<file path="src/rtl/rap_pkg.sv">
package rap_pkg;
   typedef enum logic [1:0] {
      KIND_OTHER = 2'd0,
      KIND_JAL   = 2'd1,
      KIND_JALR  = 2'd2,
      KIND_RSVD  = 2'd3
   } insn_kind_e;
endpackage

</file>
<file path="src/rtl/rap_classify.sv">
module rap_classify
   import rap_pkg::*;
#(
   parameter int REG_W         = 5,
   parameter int LINK_REG      = 1,
   parameter bit CALL_VIA_JALR = 1'b1
) (
   input  logic             valid,
   input  logic [1:0]       kind,
   input  logic [REG_W-1:0] rd,
   input  logic [REG_W-1:0] rs1,
   output logic             is_call,
   output logic             is_ret
);
   localparam logic [REG_W-1:0] LINK = REG_W'(LINK_REG);

   insn_kind_e k;
   logic       link_dst;
   logic       link_src;
   logic       call_kind;

   always_comb begin
      k        = insn_kind_e'(kind);
      link_dst = (rd == LINK);
      link_src = (rs1 == LINK);
   end

   // Variant: whether an indirect jump-and-link to the link register is a call
   generate
      if (CALL_VIA_JALR) begin : g_call_both
         assign call_kind = (k == KIND_JAL) || (k == KIND_JALR);
      end else begin : g_call_direct
         assign call_kind = (k == KIND_JAL);
      end
   endgenerate

   always_comb begin
      is_call = valid && call_kind && link_dst;
      is_ret  = valid && (k == KIND_JALR) && link_src && !is_call;
   end
endmodule

</file>
<file path="src/rtl/rap_stack.sv">
module rap_stack #(
   parameter int ADDR_W = 32,
   parameter int DEPTH  = 3
) (
   input  logic              clk,
   input  logic              rst_n,
   input  logic              push,
   input  logic              pop,
   input  logic [ADDR_W-1:0] push_addr,
   output logic              top_valid,
   output logic [ADDR_W-1:0] top_addr
);
   localparam int PTR_W = (DEPTH > 1) ? $clog2(DEPTH) : 1;
   localparam int FIL_W = $clog2(DEPTH + 1);
   localparam logic [PTR_W-1:0] LAST = PTR_W'(DEPTH - 1);
   localparam logic [FIL_W-1:0] FULL = FIL_W'(DEPTH);

   logic [ADDR_W-1:0] slot_q [DEPTH];
   logic [PTR_W-1:0]  top_q;
   logic [PTR_W-1:0]  top_up;
   logic [PTR_W-1:0]  top_dn;
   logic [FIL_W-1:0]  fill_q;

   always_comb begin
      top_up = (top_q == LAST) ? '0 : top_q + PTR_W'(1);
      top_dn = (top_q == '0) ? LAST : top_q - PTR_W'(1);
   end

   // one write-enabled register per slot; the wrapped pointer overwrites the oldest
   generate
      for (genvar i = 0; i < DEPTH; i++) begin : g_slot
         always_ff @(posedge clk) begin
            if (!rst_n)
               slot_q[i] <= '0;
            else if (push && (top_up == PTR_W'(i)))
               slot_q[i] <= push_addr;
         end
      end
   endgenerate

   always_ff @(posedge clk) begin
      if (!rst_n) begin
         top_q  <= LAST;
         fill_q <= '0;
      end else if (push) begin
         top_q  <= top_up;
         fill_q <= (fill_q == FULL) ? fill_q : fill_q + FIL_W'(1);
      end else if (pop && (fill_q != '0)) begin
         top_q  <= top_dn;
         fill_q <= fill_q - FIL_W'(1);
      end
   end

   always_comb begin
      top_valid = (fill_q != '0);
      top_addr  = slot_q[top_q];
   end
endmodule

</file>
<file path="src/rtl/rap_score.sv">
module rap_score #(
   parameter int ADDR_W   = 32,
   parameter int CNT_W    = 16,
   parameter bit SATURATE = 1'b1
) (
   input  logic              clk,
   input  logic              rst_n,
   input  logic              pred_valid,
   input  logic [ADDR_W-1:0] pred_target,
   input  logic              res_valid,
   input  logic [ADDR_W-1:0] res_target,
   output logic [CNT_W-1:0]  lookup_count,
   output logic [CNT_W-1:0]  hit_count
);
   logic              pend_v;
   logic [ADDR_W-1:0] pend_t;
   logic              lk_inc;
   logic              hit_inc;
   logic [CNT_W-1:0]  lk_next;
   logic [CNT_W-1:0]  hit_next;

   always_comb begin
      lk_inc  = res_valid && pend_v;
      hit_inc = lk_inc && (res_target == pend_t);
   end

   generate
      if (SATURATE) begin : g_sat
         assign lk_next  = (lookup_count == '1) ? lookup_count : lookup_count + CNT_W'(1);
         assign hit_next = (hit_count == '1) ? hit_count : hit_count + CNT_W'(1);
      end else begin : g_wrap
         assign lk_next  = lookup_count + CNT_W'(1);
         assign hit_next = hit_count + CNT_W'(1);
      end
   endgenerate

   always_ff @(posedge clk) begin
      if (!rst_n) begin
         pend_v       <= 1'b0;
         pend_t       <= '0;
         lookup_count <= '0;
         hit_count    <= '0;
      end else begin
         if (lk_inc)  lookup_count <= lk_next;
         if (hit_inc) hit_count    <= hit_next;
         if (pred_valid) begin
            pend_v <= 1'b1;
            pend_t <= pred_target;
         end else if (res_valid) begin
            pend_v <= 1'b0;
         end
      end
   end
endmodule

</file>
<file path="src/rtl/ret_addr_predictor.sv">
module ret_addr_predictor #(
   parameter int PC_W          = 32,
   parameter int DEPTH         = 3,
   parameter int REG_W         = 5,
   parameter int LINK_REG      = 1,
   parameter int INSN_BYTES    = 4,
   parameter int CNT_W         = 16,
   parameter bit CALL_VIA_JALR = 1'b1,
   parameter bit SATURATE      = 1'b1
) (
   input  logic             clk,
   input  logic             rst_n,
   input  logic             dec_valid,
   input  logic [1:0]       dec_kind,
   input  logic [REG_W-1:0] dec_rd,
   input  logic [REG_W-1:0] dec_rs1,
   input  logic [PC_W-1:0]  dec_pc,
   output logic             pred_valid,
   output logic [PC_W-1:0]  pred_target,
   input  logic             res_valid,
   input  logic [PC_W-1:0]  res_target,
   output logic [CNT_W-1:0] lookup_count,
   output logic [CNT_W-1:0] hit_count
);
   generate
      if (DEPTH < 2) begin : g_bad_depth
         $error("DEPTH must be at least 2");
      end
      if (PC_W < 8) begin : g_bad_pc
         $error("PC_W must be at least 8");
      end
      if (LINK_REG <= 0 || LINK_REG >= (1 << REG_W)) begin : g_bad_link
         $error("LINK_REG must be a nonzero register number");
      end
      if (INSN_BYTES <= 0 || (INSN_BYTES & (INSN_BYTES - 1)) != 0) begin : g_bad_step
         $error("INSN_BYTES must be a power of two");
      end
      if (CNT_W < 2) begin : g_bad_cnt
         $error("CNT_W must be at least 2");
      end
   endgenerate

   logic            is_call;
   logic            is_ret;
   logic            top_valid;
   logic [PC_W-1:0] top_addr;
   logic [PC_W-1:0] link_addr;

   rap_classify #(
      .REG_W(REG_W), .LINK_REG(LINK_REG), .CALL_VIA_JALR(CALL_VIA_JALR)
   ) u_cls (
      .valid(dec_valid), .kind(dec_kind), .rd(dec_rd), .rs1(dec_rs1),
      .is_call(is_call), .is_ret(is_ret)
   );

   assign link_addr = dec_pc + PC_W'(INSN_BYTES);

   rap_stack #(.ADDR_W(PC_W), .DEPTH(DEPTH)) u_stk (
      .clk(clk), .rst_n(rst_n),
      .push(is_call), .pop(is_ret), .push_addr(link_addr),
      .top_valid(top_valid), .top_addr(top_addr)
   );

   always_ff @(posedge clk) begin
      if (!rst_n) begin
         pred_valid  <= 1'b0;
         pred_target <= '0;
      end else begin
         pred_valid  <= is_ret && top_valid;
         pred_target <= top_addr;
      end
   end

   rap_score #(.ADDR_W(PC_W), .CNT_W(CNT_W), .SATURATE(SATURATE)) u_scr (
      .clk(clk), .rst_n(rst_n),
      .pred_valid(pred_valid), .pred_target(pred_target),
      .res_valid(res_valid), .res_target(res_target),
      .lookup_count(lookup_count), .hit_count(hit_count)
   );
endmodule

</file>
<file path="config.mk">
export PLATFORM = sky130hd
export DESIGN_NAME = ret_addr_predictor
export DESIGN_NICKNAME = d
export VERILOG_FILES = /design/src/rtl/rap_pkg.sv /design/src/rtl/rap_classify.sv /design/src/rtl/rap_stack.sv /design/src/rtl/rap_score.sv /design/src/rtl/ret_addr_predictor.sv
export SDC_FILE = /design/constraint.sdc
export NUM_CORES = 1
export LEC_CHECK = 0
export BUFFER_PORTS_ARGS = -buffer_cell sky130_fd_sc_hd__buf_2
export CORE_MARGIN = 2
export CORE_UTILIZATION = 30
export DETAILED_ROUTE_END_ITERATION = 8
export SETUP_SLACK_MARGIN = 0.3
export SLEW_MARGIN = 20
export SYNTH_ARGS = -nofsm -noshare
export SYNTH_HDL_FRONTEND = slang
export SYNTH_SLANG_ARGS = --single-unit
</file>
<file path="constraint.sdc">
create_clock -name clk -period 5.3 [get_ports clk]
set_input_delay 0.795 -clock clk [delete_from_list [all_inputs] [get_ports clk]]
set_output_delay 0.795 -clock clk [all_outputs]
set_load 0.1 [all_outputs]
</file>
# Yosys cells after proc, flatten, opt, wreduce, memory -nomap -nowiden
# Memory sizes are Yosys's and may differ from the RTL's. A register that Yosys moved wholly into a read port is not among the register bits.
# Cells that the tools add are included.
# classes
n_eq_ne,12
n_mux,22
add_sub_neg,7
bitwise,5
n_reduce_logical,22
# ops
operator,count
$mux W32,3
$add A16 B1 Y16 const B,2
$add A32 B3 Y32 const B,1
$eq A16 B16 Y1 const B,2
$eq A32 B32 Y1,1
$mux W2,7
$mux W1,12
$logic_and A1 B1 Y1,11
$eq A5 B1 Y1 const B,2
$eq A2 B2 Y1 const B,4
$reduce_and A2 Y1,3
$reduce_bool A2 Y1,3
$add A2 B1 Y2 const B,2
$eq A2 B1 Y1 const B,2
$logic_not A2 Y1,2
$sub A2 B1 Y2 const B,2
$or A1 B1 Y1,3
$logic_not A1 Y1,2
$ne A2 B2 Y1 const B,1
$not A1 Y1,2
$logic_or A1 B1 Y1,1
# totals
regBits,70
mem_bits_rw,96
in_bits,80
wordCells,76
mem_count,1
# memory_table
memory,depth,word_bits,read_ports,rd_ports_with_merged_regs,wr,line,text
u_stk.slot_q,3,32,1,1,3,rap_stack.sv:18,logic [ADDR_W-1:0] slot_q [DEPTH];

# Longest topological paths before layout
# depth
word_depth,9
ltp_mapped,9
ltp_nobuf,8

# Hierarchy
# Synthesis repeated with hierarchy kept, for this count alone.
# hier_totals
hier_cells,847
area_unflattened_um2,9256.4
# by_module_without_submodules
mod,area_each_um2,n_inst,cells_each,seq_area_each_um2
rap_stack,4576.9,1,350,3002.9
rap_score,3164.3,1,340,1301.2
ret_addr_predictor,1443.9,1,150,660.6
rap_classify,71.3,1,7,0.0

# Least setup slack after synthesis
# OpenSTA, ideal clock, no wires.
# synth_path
path_type,reg-to-reg
startpoint,register u_stk.top_q[0]
endpoint,memory u_stk.slot_q[0][0] (enable)
synth_period_minus_slack_ps,4350
arrival_time_ps,3880
stages_incl_launch_ff,6
required_time_ps,4830
n_path_buf,2
setup_ps,470
path_slack_ps,950
cell_sequence,dfxtp_1 -> clkbuf_1 -> clkbuf_1 -> inv_1 -> ha_1 -> o31ai_1
# synth_rtl
element,line,text
"start, declared",rap_stack.sv:19,logic [PTR_W-1:0] top_q;
"start signal, assigned",rap_stack.sv:46,top_q <= top_up;
"start signal, assigned",rap_stack.sv:49,top_q <= top_dn;
"end, declared",rap_stack.sv:18,

# Worst setup path in the final report
# layout_path
startpoint,input res_target[13]
endpoint,register u_scr.hit_count[14]
# layout_between
elab_chain_cells,3
# layout_rtl
element,line,text
"start, declared",ret_addr_predictor.sv:21,"input logic [PC_W-1:0] res_target,"
$eq A32 B32 Y1,rap_score.sv:24,hit_inc = lk_inc && (res_target == pend_t);
$logic_and A1 B1 Y1,rap_score.sv:24,
$reduce_and A2 Y1 (no source line),-,
"end signal, assigned",rap_score.sv:45,if (hit_inc) hit_count <= hit_next;
"end, declared",rap_score.sv:13,output logic [CNT_W-1:0] hit_count
# Every way passes these cells.
# A chain may end at the register's enable or synchronous reset.

==> run_results.csv <==
group,metric,value,unit
clocking,cts.sinks,198,
die,core,0.02870,mm^2
route,routedWlPerCell,15.60,um
power_and_ir_drop,clkPwrFrac,0.405,
worst_setup_path,crit_path_max_fanout,28,
final_layout,final_cell_mix,"nor2_1 (227), buf_2 (144), dfxtp_1 (99)",
final_layout,finalInstanceArea,0.01043,mm^2
worst_setup_path,end_kind,"register",
die,die_x,174.6,um
timing,grt_setup_unrepaired,"false",
synthesis,postSynth.asyncResetShare,0,
hold_path,min_path_type,"reg -> reg",
power_and_ir_drop,p_sw_frac,0.2541,
grt,grt_pass1_vias,6061,
grt,overflow,0,
worst_setup_path,worstPathArrival,3140,ps
clocking,cts_setup_buffers,0,
clocking,cts_resized,0,
die,start_util,0.3043,
power_and_ir_drop,switching_power,800.7,uW
timing,tns,0,ps
power_and_ir_drop,combPwrFrac,0.071,
clocking,cts.reportedPaths.clkPinSlew,80,ps
route,drtPass1Iterations,5,
die,io_pins,145,
route,drt-initial-drc-count,424,
job,drv_cap,0,
synthesis,ys_seq_area_frac,0.5639,
timing,slew_headroom,0.2924,
timing,fin_crit,2779,ps
power_and_ir_drop,p_int,2351,uW
grt,grt_max_degree,98,
worst_setup_path,worstSetupPathType,"in -> reg",
final_layout,area_growth,19.44,%
clocking,clk_path_buf_depth,2,
grt,grt_pass1_wl,34.12,mm
synthesis,yosys_warnings,0,
timing,report.final.hold_viol_count,0,
timing,timing.fmax,359.8,MHz
placed_design,place_ws,1974,ps
worst_setup_path,worstPathRequired,5660,ps
worst_setup_path,startpoint_type,"primary input",
timing,slew_viol_final,0,
clocking,worst_skew_pair.late_latency,430,ps
timing,min_period_over_period,0.5244,
route,vias_per_cell,4.587,
timing,finalClockSkew,13.54,ps
clocking,cts_buffers,17,
placed_design,gp_congestion,0.8013,
power_and_ir_drop,power_leakage,0.003995,uW
route,via_count,6325,
clocking,ctsHoldBuffers,0,
synthesis,ys_seq_elements,198,
power_and_ir_drop,power_density,302.2,mW/mm^2
final_layout,final_core_util,0.3634,
die,dieArea,0.03049,mm^2
timing,holdWs,483.9,ps
clocking,cts-root-buf,"clkbuf_16",
synthesis,syn_avg_cell_area,10.25,um^2
power_and_ir_drop,peakVddDrop,169.8,uV
clocking,cts_tree,"yes",
final_layout,final_common_cell,"nor2_1",
synthesis,ys.flop_type,"dfxtp_1",
synthesis,synth_cell_types,57,
run_status,outcome,"completed",
final_layout,post_route_cells_drive_above_1_share,0.2012,
die,num_rows,62,
power_and_ir_drop,power_frac_seq,0.525,
route,drcViolationCount,0,
placed_design,port_buffers,144,
placed_design,dpl-instance-area,0.009844,mm^2
grt,antenna_found_initial,1,
synthesis,synth_cells,852,
synthesis,syn_area,0.008733,mm^2
timing,tightestPinTransition,1061,ps
synthesis,synth_edf_count,96,
grt,grt_use_total,0.1431,
synthesis,syn_nets,939,
route,ant_nets,0,
route,totalWireLength,21.51,mm
placed_design,hpwl,14.94,mm
final_layout,nets,1068,
clocking,htree_levels,4,
timing,fin_ws,2521,ps
die,die_y,174.6,um
timing,setup_viol,0,
[cell families (layout without fill, tap and decap cells)]
kind of cell,count (synthesis),in the layout,share of synthesized area
adder cells (fa/ha/maj),7,7,0.01003
flip-flops,198,198,0.5639
AO/OA/AOI/OAI,82,82,0.05645
buffers and inverters,63,205,0.02880
multiplexers,67,67,0.07679
AND/OR/NAND/NOR,371,371,0.1999
other,0,1,0
XOR/XNOR,64,64,0.06418
[per-layer routing]
layer,GRT usage,vias to the layer above,part of all wire
met5,0,-,0.00051
met4,0.04201,2,0.0099
met3,0.03416,15,0.058
met2,0.2283,140,0.46
met1,0.1936,2954,0.47
li1,-,3214,-
[sequential cells by signal, summed over array words and instances, names as in the netlist, 2 cells and up]
name and cells:
pred_target 32, u_scr.hit_count 16, u_scr.lookup_count 16, u_scr.pend_t 32, u_stk.fill_q 2, u_stk.slot_q 96, u_stk.top_q 2
[cell type report]
| type | instances | area, um^2 |
|---|---|---|
| Tap cell | 384 | 480.5 |
| Timing Repair Buffer | 152 | 780.7 |
| Sequential cell | 198 | 4931 |
| Antenna cell | 1 | 2.502 |
| Multi-Input combinational cell | 591 | 3573 |
| Inverter | 21 | 78.83 |
| Clock buffer | 19 | 454.2 |
| Clock inverter | 13 | 130.1 |
| Fill cell | 2948 | 18270 |
[critical path, cell delays in order]
cell      delay (ps)
buf_2            110
xor2_1           150
nor4_1           710
and3_1           320
nand4b_4         330
or4b_1           570
a21oi_1          150
[worst paths after layout]
path / startpoint / endpoint / slack [ps] / depth (start not counted)
setup / recovery: res_target[13] / u_scr.hit_count[14] / 2520 / 7
setup reg to reg: u_scr.pend_t[13] / u_scr.hit_count[14] / 2650 / 6
hold / removal: u_stk.slot_q[2][7] / pred_target[7] / 480 / 2
hold reg to reg: u_stk.slot_q[2][7] / pred_target[7] / 480 / 2
[synth_stat cells (all sizes together) (5+ instances only)]
cell type,n,area share
mux2i,67,0.077
nor3,7,0.0059
inv,21,0.0090
ha,7,0.010
nor2b,8,0.0057
nand3,27,0.015
and2,5,0.0039
clkbuf,32,0.014
nor4,5,0.0060
and4,7,0.0070
a21oi,48,0.028
nand2,25,0.011
buf,10,0.0060
nand2b,6,0.0043
xor2,28,0.028
and3,15,0.011
nand4,13,0.0093
edfxtp,96,0.33
xnor2,36,0.036
o21ai,15,0.0086
nor2,227,0.098
dfxtp,102,0.23
or3,13,0.0093
[through the flow]
step,power (uW),instances
6_report,3152,1379
3_3_place_gp,1914,1346
4_1_cts,3186,1378
3_5_place_dp,1915,1346
2_1_floorplan,1829,852
5_1_grt,3260,1378
[power by group through the flow]
| stage | clock network (uW) | logic (uW) | registers, uW |
|---|---|---|---|
| global placement | 0 | 225 | 1690 |
| CTS | 1310 | 227 | 1650 |
| floorplan | 0 | 77.9 | 1750 |
| global route | 1360 | 241 | 1660 |
| detailed placement | 0 | 226 | 1690 |
| finish | 1280 | 223 | 1650 |
(Power assumes the default switching activity.)
